## src/rtl/ckpt_log_pkg.sv

```systemverilog
package ckpt_log_pkg;

  typedef struct packed {
    logic writeUpd;
    logic push;
    logic popRestore;
    logic freeHead;
  } logStrobe_t;

  typedef enum logic {
    ST_RUN    = 1'b0,
    ST_UNROLL = 1'b1
  } ctrlState_t;

endpackage

```

## src/rtl/ckpt_log_dp.sv

```systemverilog
module ckpt_log_dp
  import ckpt_log_pkg::*;
#(
  parameter int NBLK  = 8,
  parameter int DW    = 16,
  parameter int CNW   = 8,
  parameter int DEPTH = 8,
  parameter int IW    = $clog2(NBLK),
  parameter int PW    = $clog2(DEPTH)
) (
  input  logic           clk,
  input  logic           rstN,
  input  logStrobe_t     strb,
  input  logic [IW-1:0]  updIdx,
  input  logic [DW-1:0]  updData,
  input  logic [CNW-1:0] ccn,
  input  logic [IW-1:0]  rdIdx,
  output logic [DW-1:0]  rdData,
  output logic [CNW-1:0] rdTag,
  output logic [CNW-1:0] updBlkTag,
  output logic [CNW-1:0] topIntv,
  output logic [CNW-1:0] headIntv,
  output logic [PW:0]    logCount
);
  localparam int CW = PW + 1;

  logic [DW-1:0]  blkData [NBLK];
  logic [CNW-1:0] blkTag  [NBLK];

  logic [IW-1:0]  logIdx  [DEPTH];
  logic [DW-1:0]  logData [DEPTH];
  logic [CNW-1:0] logTag  [DEPTH];
  logic [CNW-1:0] logIntv [DEPTH];

  logic [PW-1:0] headPtr, tailPtr, topPtr;

  assign topPtr    = tailPtr - 1'b1;
  assign topIntv   = logIntv[topPtr];
  assign headIntv  = logIntv[headPtr];
  assign updBlkTag = blkTag[updIdx];
  assign rdData    = blkData[rdIdx];
  assign rdTag     = blkTag[rdIdx];

  // Block store: new writes and undo restores are mutually exclusive
  always_ff @(posedge clk or negedge rstN) begin
    if (!rstN) begin
      for (int b = 0; b < NBLK; b++) begin
        blkData[b] <= '0;
        blkTag[b]  <= '0;
      end
    end else if (strb.writeUpd) begin
      blkData[updIdx] <= updData;
      blkTag[updIdx]  <= ccn + CNW'(1);
    end else if (strb.popRestore) begin
      blkData[logIdx[topPtr]] <= logData[topPtr];
      blkTag[logIdx[topPtr]]  <= logTag[topPtr];
    end
  end

  // Undo record array: written only in normal operation
  always_ff @(posedge clk) begin
    if (strb.push) begin
      logIdx[tailPtr]  <= updIdx;
      logData[tailPtr] <= blkData[updIdx];
      logTag[tailPtr]  <= blkTag[updIdx];
      logIntv[tailPtr] <= ccn;
    end
  end

  // Ring pointers: push/pop at the tail, release at the head
  always_ff @(posedge clk or negedge rstN) begin
    if (!rstN) begin
      headPtr  <= '0;
      tailPtr  <= '0;
      logCount <= '0;
    end else begin
      tailPtr  <= tailPtr + PW'(strb.push) - PW'(strb.popRestore);
      headPtr  <= headPtr + PW'(strb.freeHead);
      logCount <= logCount + CW'(strb.push) - CW'(strb.popRestore)
                  - CW'(strb.freeHead);
    end
  end
endmodule

```

## src/rtl/ckpt_log_ctrl.sv

```systemverilog
module ckpt_log_ctrl
  import ckpt_log_pkg::*;
#(
  parameter int CNW   = 8,
  parameter int DEPTH = 8,
  parameter int PW    = $clog2(DEPTH)
) (
  input  logic           clk,
  input  logic           rstN,
  input  logic           ckptTick,
  input  logic           updValid,
  output logic           updReady,
  output logic           rspValid,
  output logic [CNW-1:0] rspTag,
  input  logic           rpAdvance,
  input  logic [CNW-1:0] rpNum,
  input  logic           recStart,
  input  logic [CNW-1:0] recTarget,
  output logic           recBusy,
  output logic           recDone,
  output logic [CNW-1:0] ccn,
  input  logic [CNW-1:0] updBlkTag,
  input  logic [CNW-1:0] topIntv,
  input  logic [CNW-1:0] headIntv,
  input  logic [PW:0]    logCount,
  output logStrobe_t     strb
);
  localparam logic [PW:0] FULL_CNT = (PW+1)'(DEPTH);

  ctrlState_t     state;
  logic [CNW-1:0] rpReg, tgtReg;
  logic           accept, unrollHit, logEmpty;

  assign logEmpty  = (logCount == '0);
  assign recBusy   = (state == ST_UNROLL);
  assign updReady  = (state == ST_RUN) && !recStart && (logCount != FULL_CNT);
  assign accept    = updValid && updReady;
  assign unrollHit = recBusy && !logEmpty && (topIntv >= tgtReg);

  always_comb begin
    strb            = '0;
    strb.writeUpd   = accept;
    strb.push       = accept && (ccn >= updBlkTag);
    strb.popRestore = unrollHit;
    strb.freeHead   = (state == ST_RUN) && !recStart && !logEmpty
                      && (headIntv < rpReg);
  end

  always_ff @(posedge clk or negedge rstN) begin
    if (!rstN) begin
      state    <= ST_RUN;
      ccn      <= '0;
      rpReg    <= '0;
      tgtReg   <= '0;
      recDone  <= 1'b0;
      rspValid <= 1'b0;
      rspTag   <= '0;
    end else begin
      recDone  <= 1'b0;
      rspValid <= accept;
      if (accept) rspTag <= ccn + CNW'(1);
      if (rpAdvance) rpReg <= rpNum;
      unique case (state)
        ST_RUN: begin
          if (recStart) begin
            state  <= ST_UNROLL;
            tgtReg <= recTarget;
          end else if (ckptTick) begin
            ccn <= ccn + CNW'(1);
          end
        end
        ST_UNROLL: begin
          if (!unrollHit) begin
            state   <= ST_RUN;
            recDone <= 1'b1;
            ccn     <= tgtReg;
          end
        end
        default: state <= ST_RUN;
      endcase
    end
  end
endmodule

```

## src/rtl/ckpt_undo_log.sv

```systemverilog
module ckpt_undo_log
  import ckpt_log_pkg::*;
#(
  parameter int NBLK      = 8,
  parameter int DW        = 16,
  parameter int CNW       = 8,
  parameter int LOG_DEPTH = 8,
  parameter int IW        = $clog2(NBLK)
) (
  input  logic           clk,
  input  logic           rstN,
  input  logic           ckptTick,
  input  logic           updValid,
  input  logic [IW-1:0]  updIdx,
  input  logic [DW-1:0]  updData,
  output logic           updReady,
  output logic           rspValid,
  output logic [CNW-1:0] rspTag,
  input  logic [IW-1:0]  rdIdx,
  output logic [DW-1:0]  rdData,
  output logic [CNW-1:0] rdTag,
  input  logic           rpAdvance,
  input  logic [CNW-1:0] rpNum,
  input  logic           recStart,
  input  logic [CNW-1:0] recTarget,
  output logic           recBusy,
  output logic           recDone,
  output logic [CNW-1:0] ccnOut
);
  localparam int PW = $clog2(LOG_DEPTH);

  logStrobe_t     strb;
  logic [CNW-1:0] updBlkTag, topIntv, headIntv;
  logic [PW:0]    logCount;

  ckpt_log_ctrl #(.CNW(CNW), .DEPTH(LOG_DEPTH), .PW(PW)) ctrl_i (
    .clk(clk), .rstN(rstN), .ckptTick(ckptTick), .updValid(updValid),
    .updReady(updReady), .rspValid(rspValid), .rspTag(rspTag),
    .rpAdvance(rpAdvance), .rpNum(rpNum), .recStart(recStart),
    .recTarget(recTarget), .recBusy(recBusy), .recDone(recDone),
    .ccn(ccnOut), .updBlkTag(updBlkTag), .topIntv(topIntv),
    .headIntv(headIntv), .logCount(logCount), .strb(strb)
  );

  ckpt_log_dp #(.NBLK(NBLK), .DW(DW), .CNW(CNW), .DEPTH(LOG_DEPTH),
                .IW(IW), .PW(PW)) dp_i (
    .clk(clk), .rstN(rstN), .strb(strb), .updIdx(updIdx),
    .updData(updData), .ccn(ccnOut), .rdIdx(rdIdx), .rdData(rdData),
    .rdTag(rdTag), .updBlkTag(updBlkTag), .topIntv(topIntv),
    .headIntv(headIntv), .logCount(logCount)
  );
endmodule

```

## config.mk

```make
export PLATFORM = sky130hd
export DESIGN_NAME = ckpt_undo_log
export DESIGN_NICKNAME = d
export VERILOG_FILES = /design/src/rtl/ckpt_log_pkg.sv /design/src/rtl/ckpt_log_dp.sv /design/src/rtl/ckpt_log_ctrl.sv /design/src/rtl/ckpt_undo_log.sv
export SDC_FILE = /design/constraint.sdc
export NUM_CORES = 1
export LEC_CHECK = 0
export BUFFER_PORTS_ARGS = -buffer_cell sky130_fd_sc_hd__buf_2
export CAP_MARGIN = 20
export CORE_MARGIN = 1
export CORE_UTILIZATION = 30
export CTS_CLUSTER_SIZE = 40
export DETAILED_ROUTE_END_ITERATION = 8
export PLACE_DENSITY_LB_ADDON = 0.3
export SETUP_SLACK_MARGIN = 0.5
export SYNTH_ARGS = -nofsm -noshare
export SYNTH_HDL_FRONTEND = slang
export SYNTH_HIERARCHICAL = 1
export SYNTH_SLANG_ARGS = --single-unit
export TNS_END_PERCENT = 30
```

## constraint.sdc

```tcl
create_clock -name clk -period 13 [get_ports clk]
set_clock_uncertainty 0.05 [all_clocks]
set_input_delay 1.3 -clock clk [delete_from_list [all_inputs] [get_ports clk]]
set_output_delay 1.3 -clock clk [all_outputs]
set_load 0.02 [all_outputs]
```

== After elaboration in Yosys (flattened, before gate mapping) ==
Memories as Yosys holds them, arrays and structs flattened.
Cells that the tools add are included.
Operators by class
  add/subtract/negate cells: 8
  order comparisons: 8
  equality and inequality tests: 4
  muxes and demuxes: 39
  bitwise operators: 4
  reduce and logical (&&, ||, !) cells: 16
Operators by type and width (count)
  128-bit bitwise mux: 2
  128-bit two-way mux: 2
  64-bit bitwise mux: 2
  64-bit two-way mux: 2
  16-bit binary-select mux with 3-bit select: 2
  16-bit demux with 3-bit select: 2
  16-bit two-way mux: 6
  8-bit two-way mux: 9
  8-bit binary-select mux with 3-bit select: 2
  8-bit demux with 3-bit select: 2
  8-bit >= comparator: 2
  8-bit case mux with 2 select lines: 1
  4-bit >= comparator, second input constant: 3
  3-bit NOT with 4-bit output: 3
  1-bit logical AND: 10
  8-bit by 1-bit adder with 8-bit output, second input constant: 1
  4-bit by 1-bit < comparator with 1-bit output, second input constant: 2
  8-bit < comparator: 1
  4-bit by 1-bit subtractor with 4-bit output: 2
  3-bit by 1-bit adder with 3-bit output: 2
  1-bit two-way mux: 6
  2-bit != test, second input constant: 3
  4-bit by 1-bit adder with 4-bit output: 1
  4-bit zero test: 1
  other kinds (9): 10
Word-level totals
  flip-flop bits (word level): 237
  memory bits (writable): 280
  input port bits: 44
  memories kept: 4
Memory list
  dp_i.logData: depth 8, bits a word 16, rd ports 1, clocked after memory_dff 0, write ports 1, line ckpt_log_dp.sv:31  | logic [DW-1:0] logData [DEPTH];
  dp_i.logIntv: depth 8, bits a word 8, rd ports 2, clocked after memory_dff 0, write ports 1, line ckpt_log_dp.sv:33  | logic [CNW-1:0] logIntv [DEPTH];
  dp_i.logTag: depth 8, bits a word 8, rd ports 1, clocked after memory_dff 0, write ports 1, line ckpt_log_dp.sv:32  | logic [CNW-1:0] logTag [DEPTH];
  dp_i.logIdx: depth 8, bits a word 3, rd ports 1, clocked after memory_dff 0, write ports 1, line ckpt_log_dp.sv:30  | logic [IW-1:0] logIdx [DEPTH];

== Logic depth before layout (Yosys ltp) ==
An unclocked memory read counts as a cell.
  depth in word-level cells: 10
  depth in mapped cells: 26
  mapped depth without buffers: 19

== Hierarchy ==
The synthesis kept the hierarchy.
Modules (own cells, without submodules)
  ckpt_log_dp: instances 1, cells an instance 1650, area each 23934.2 um^2, sequential area each 13462.9 um^2
  ckpt_log_ctrl: instances 1, cells an instance 227, area each 2159.6 um^2, sequential area each 875.8 um^2

== Least setup slack after synthesis ==
No wires, ideal clock.
  kind: input port to flip-flop
  start point: input updIdx[2]
  end point: memory dp_i.logData[0][0], enable pin
  library setup time: 396 ps
  arrival: 5253 ps
  required time: 12554 ps
  setup slack: 7301 ps
  stages: 15
  buffers on the path: 4
  cell sequence: clkbuf_1 -> clkbuf_1 -> clkbuf_1 -> buf_1 -> a31oi_1 -> o22ai_1 -> inv_1 -> ha_1 -> a21o_1 -> a31oi_1 -> o21ai_0 -> a211oi_1 -> nor3_1 -> nor2b_1 -> and2_1
RTL lines
  from (decl): line ckpt_undo_log.sv:14  | input logic [IW-1:0] updIdx,
  to (decl): line ckpt_log_dp.sv:31

==> flow_summary.toml <==
[status]
outcome = "finished clean"

[floorplanning]
die_area_um2 = 88200
die_width_um = 297
core_area_um2 = 85700
die_y_um = 297
rows = 107
initial_core_util = 0.305
io_pins = 88

[placed_design]
hpwl_um = 51300
post-place-cells = 2992
place_congestion = 0.884
dpl_cell_area_um2 = 27700
io_buffer_count = 87
dp_slack_ps = 5710

[timing]
worst_pin_slew_ps = 1190
drv_slew = 0
setup_viol = 0
timing.fmax_ghz = 0.135
hold_ws_ps = 432
relSlewSlack = 0.202
finalSetupTns_ps = 0
hold_viol = 0
timing.final.ws_setup_ps = 5600
period_minus_slack_ps = 7400
rsz0062_at_grt = "no"
timing.final.crit_share = 0.569

[critical_path]
worstSetupPathType = "flip-flop to flip-flop"
start_kind = "flip-flop"
critPathMaxFanout = 32
arrival_ps = 7930
crit_path_end_kind = "flip-flop"
cp.required_ps = 13530

[cells_and_area]
finalNonFillerCells = 3101
area_growth_pct = 13.9
postLayoutCellArea_um2 = 29700
nNetsFinal = 1992
drive_gt1_frac = 0.283
final_util = 0.347

[yosys]
synth-seq-cells = 517
synth-main-ff-cell = "edfxtp_1"
ys_types = 68
synth-edff-count = 280
yosysTopAreaCell = "edfxtp_1"
syn-cell-area_um2 = 26100
ys_warn_count = 6
synth_top_area_share = 0.322
syn-num-nets = 1961
ys_seq_area_frac = 0.550
synthCells = 1877
syn-mean-instance-area_um2 = 13.9
synthArstFlopShare = 0.458
synth.area.top_cells = "edfxtp_1 32%, dfrtp_1 23%, mux4_2 15%"

[power]
p_leak_nw = 10.9
power_mw = 8.66
p_per_area_nw_per_um2 = 291
peakVddDrop_uv = 234

[cts]
numCtsBuffers = 55
postCtsResizedCells = 0
htree_levels = 2
clk_latency_ps = 640
ctsHoldBuffers = 0
cts_tree = "yes"
root_buffer = "clkbuf_16"
postCtsSetupRepairBufs = 0
cts.sinks = 517
cts.reportedPaths.clkPinSlew_ps = 60
clockBufferDepth = 3

[drt]
drt-pass1-iter-count = 6
drc = 0
via_per_inst = 5.90
wire_per_inst_um = 27.8
vias = 18300
postRouteAntennaNets = 0
wirelength_um = 86100
dr.first_iter.drc_count = 2494

[grt]
grt_start_max_net_pins = 123
track_usage = 0.191
antenna_found_initial = 7
grt_pass1_vias = 18200
grt.overflow.total = 0
grt_pass1_wl_um = 127000

[hold_path]
hold_path.class = "flip-flop to flip-flop"

[flow_run]
drv_cap = 0
## power breakdown
part	switching [mW]	leakage, nW	internal, mW
registers	0.371	5.40	2.22
logic	2.76	4.59	1.64
clock network	0.714	0.932	0.966
## cell families (layout without fill, tap and decap cells)
logic type,count (synthesis),in the layout,synth area share
compound gates,385,385,0.119
mux,293,293,0.198
simple gates,390,390,0.0701
flops,517,517,0.550
fa+ha+maj,40,40,0.0200
other cells,0,2,0
buf+inv,236,314,0.0383
xor+xnor,16,16,0.00537
## path summary, 6_finish.rpt
| kind | start | end | slack, ps | cells past startpoint |
|---|---|---|---|---|
| max in group asynchronous | rstN | dp_i/blkData[31] | 9930 | 3 |
| min | ctrl_i/rspTag[6] | ctrl_i/rspTag[6] | 430 | 2 |
| min in group asynchronous | rstN | ctrl_i/rspValid | 690 | 1 |
| min reg2reg | ctrl_i/rspTag[6] | ctrl_i/rspTag[6] | 430 | 2 |
| max | dp_i/tailPtr[0] | dp_i/blkData[43] | 5600 | 15 |
| max reg2reg | dp_i/tailPtr[0] | dp_i/blkData[43] | 5600 | 15 |
## state kept, by name (all words and copies together) (netlist names)
register,cells
dp_i/tailPtr,3
dp_i/logIdx,24
ctrl_i/rspValid,1
dp_i/logCount,4
dp_i/logTag,64
dp_i/headPtr,3
ctrl_i/recBusy,1
dp_i/logData,128
ctrl_i/rspTag,8
dp_i/logIntv,64
ctrl_i/rpReg,8
ctrl_i/ccn,8
ctrl_i/tgtReg,8
ctrl_i/recDone,1
dp_i/blkData,128
dp_i/blkTag,64
## metal layers
| metal | vias up | share of wire | global-route usage |
|---|---|---|---|
| met4 | 6 | 0.031 | 0.0655 |
| met3 | 196 | 0.088 | 0.0384 |
| met5 | - | 0.00043 | 0 |
| met1 | 9517 | 0.42 | 0.265 |
| met2 | 1059 | 0.46 | 0.297 |
| li1 | 7513 | - | - |
## cells in the mapped netlist, drive strengths merged, types with 4 or more instances
library cell	number
ha	37
a2bb2oi	12
or2	20
o311ai	21
a221o	80
o22ai	6
nor4	23
o21a	4
and2	6
o221a	17
o221ai	13
clkbuf	104
nor2	134
xor2	6
mux2	75
and3	9
buf	63
a221oi	8
nand2b	9
a22oi	44
a22o	22
xnor2	10
nand2	106
edfxtp	280
nand3	32
nor2b	7
o21ai	57
o31ai	23
a41oi	5
o31a	4
a21oi	39
inv	68
a31oi	5
nor3	11
dfrtp	237
mux2i	48
mux4	170
a32oi	7
nand4	27
## cell type report
class	instances	area (um^2)
tap	1144	1430
antenna	2	5.00
inverter	69	259
clock inverter	38	434
sequential	517	14300
timing repair buffer	141	873
multi-input combinational	1124	10900
fill	8290	56000
clock buffer	66	1490
## critical path, stage by stage, from the launching register on
cell      delay (ps)
dfrtp_4          870
clkinv_1         540
ha_4             680
mux4_2           380
mux2_2           310
ha_1             280
o21a_1           110
nor2_1            60
o31ai_4          430
nand2_1          210
inv_1            550
nor2b_1          720
nand4_1          790
nand2_1          730
buf_4            360
o221a_2          230
## placed cells by master, fill, tap and decap left out, types with 44 or more instances in the layout
cell type | Yosys | routed
clkbuf_16 | 0 | 55
dfrtp_1 | 237 | 236
nand2_1 | 106 | 105
inv_1 | 68 | 68
mux4_2 | 170 | 170
edfxtp_1 | 280 | 280
a22oi_1 | 44 | 44
mux2_2 | 72 | 72
mux2i_1 | 48 | 48
o21ai_0 | 56 | 56
buf_2 | 38 | 85
nor2_1 | 134 | 131
buf_4 | 2 | 52
a221o_1 | 80 | 80
Note: power is estimated with default switching activity, not from simulation.
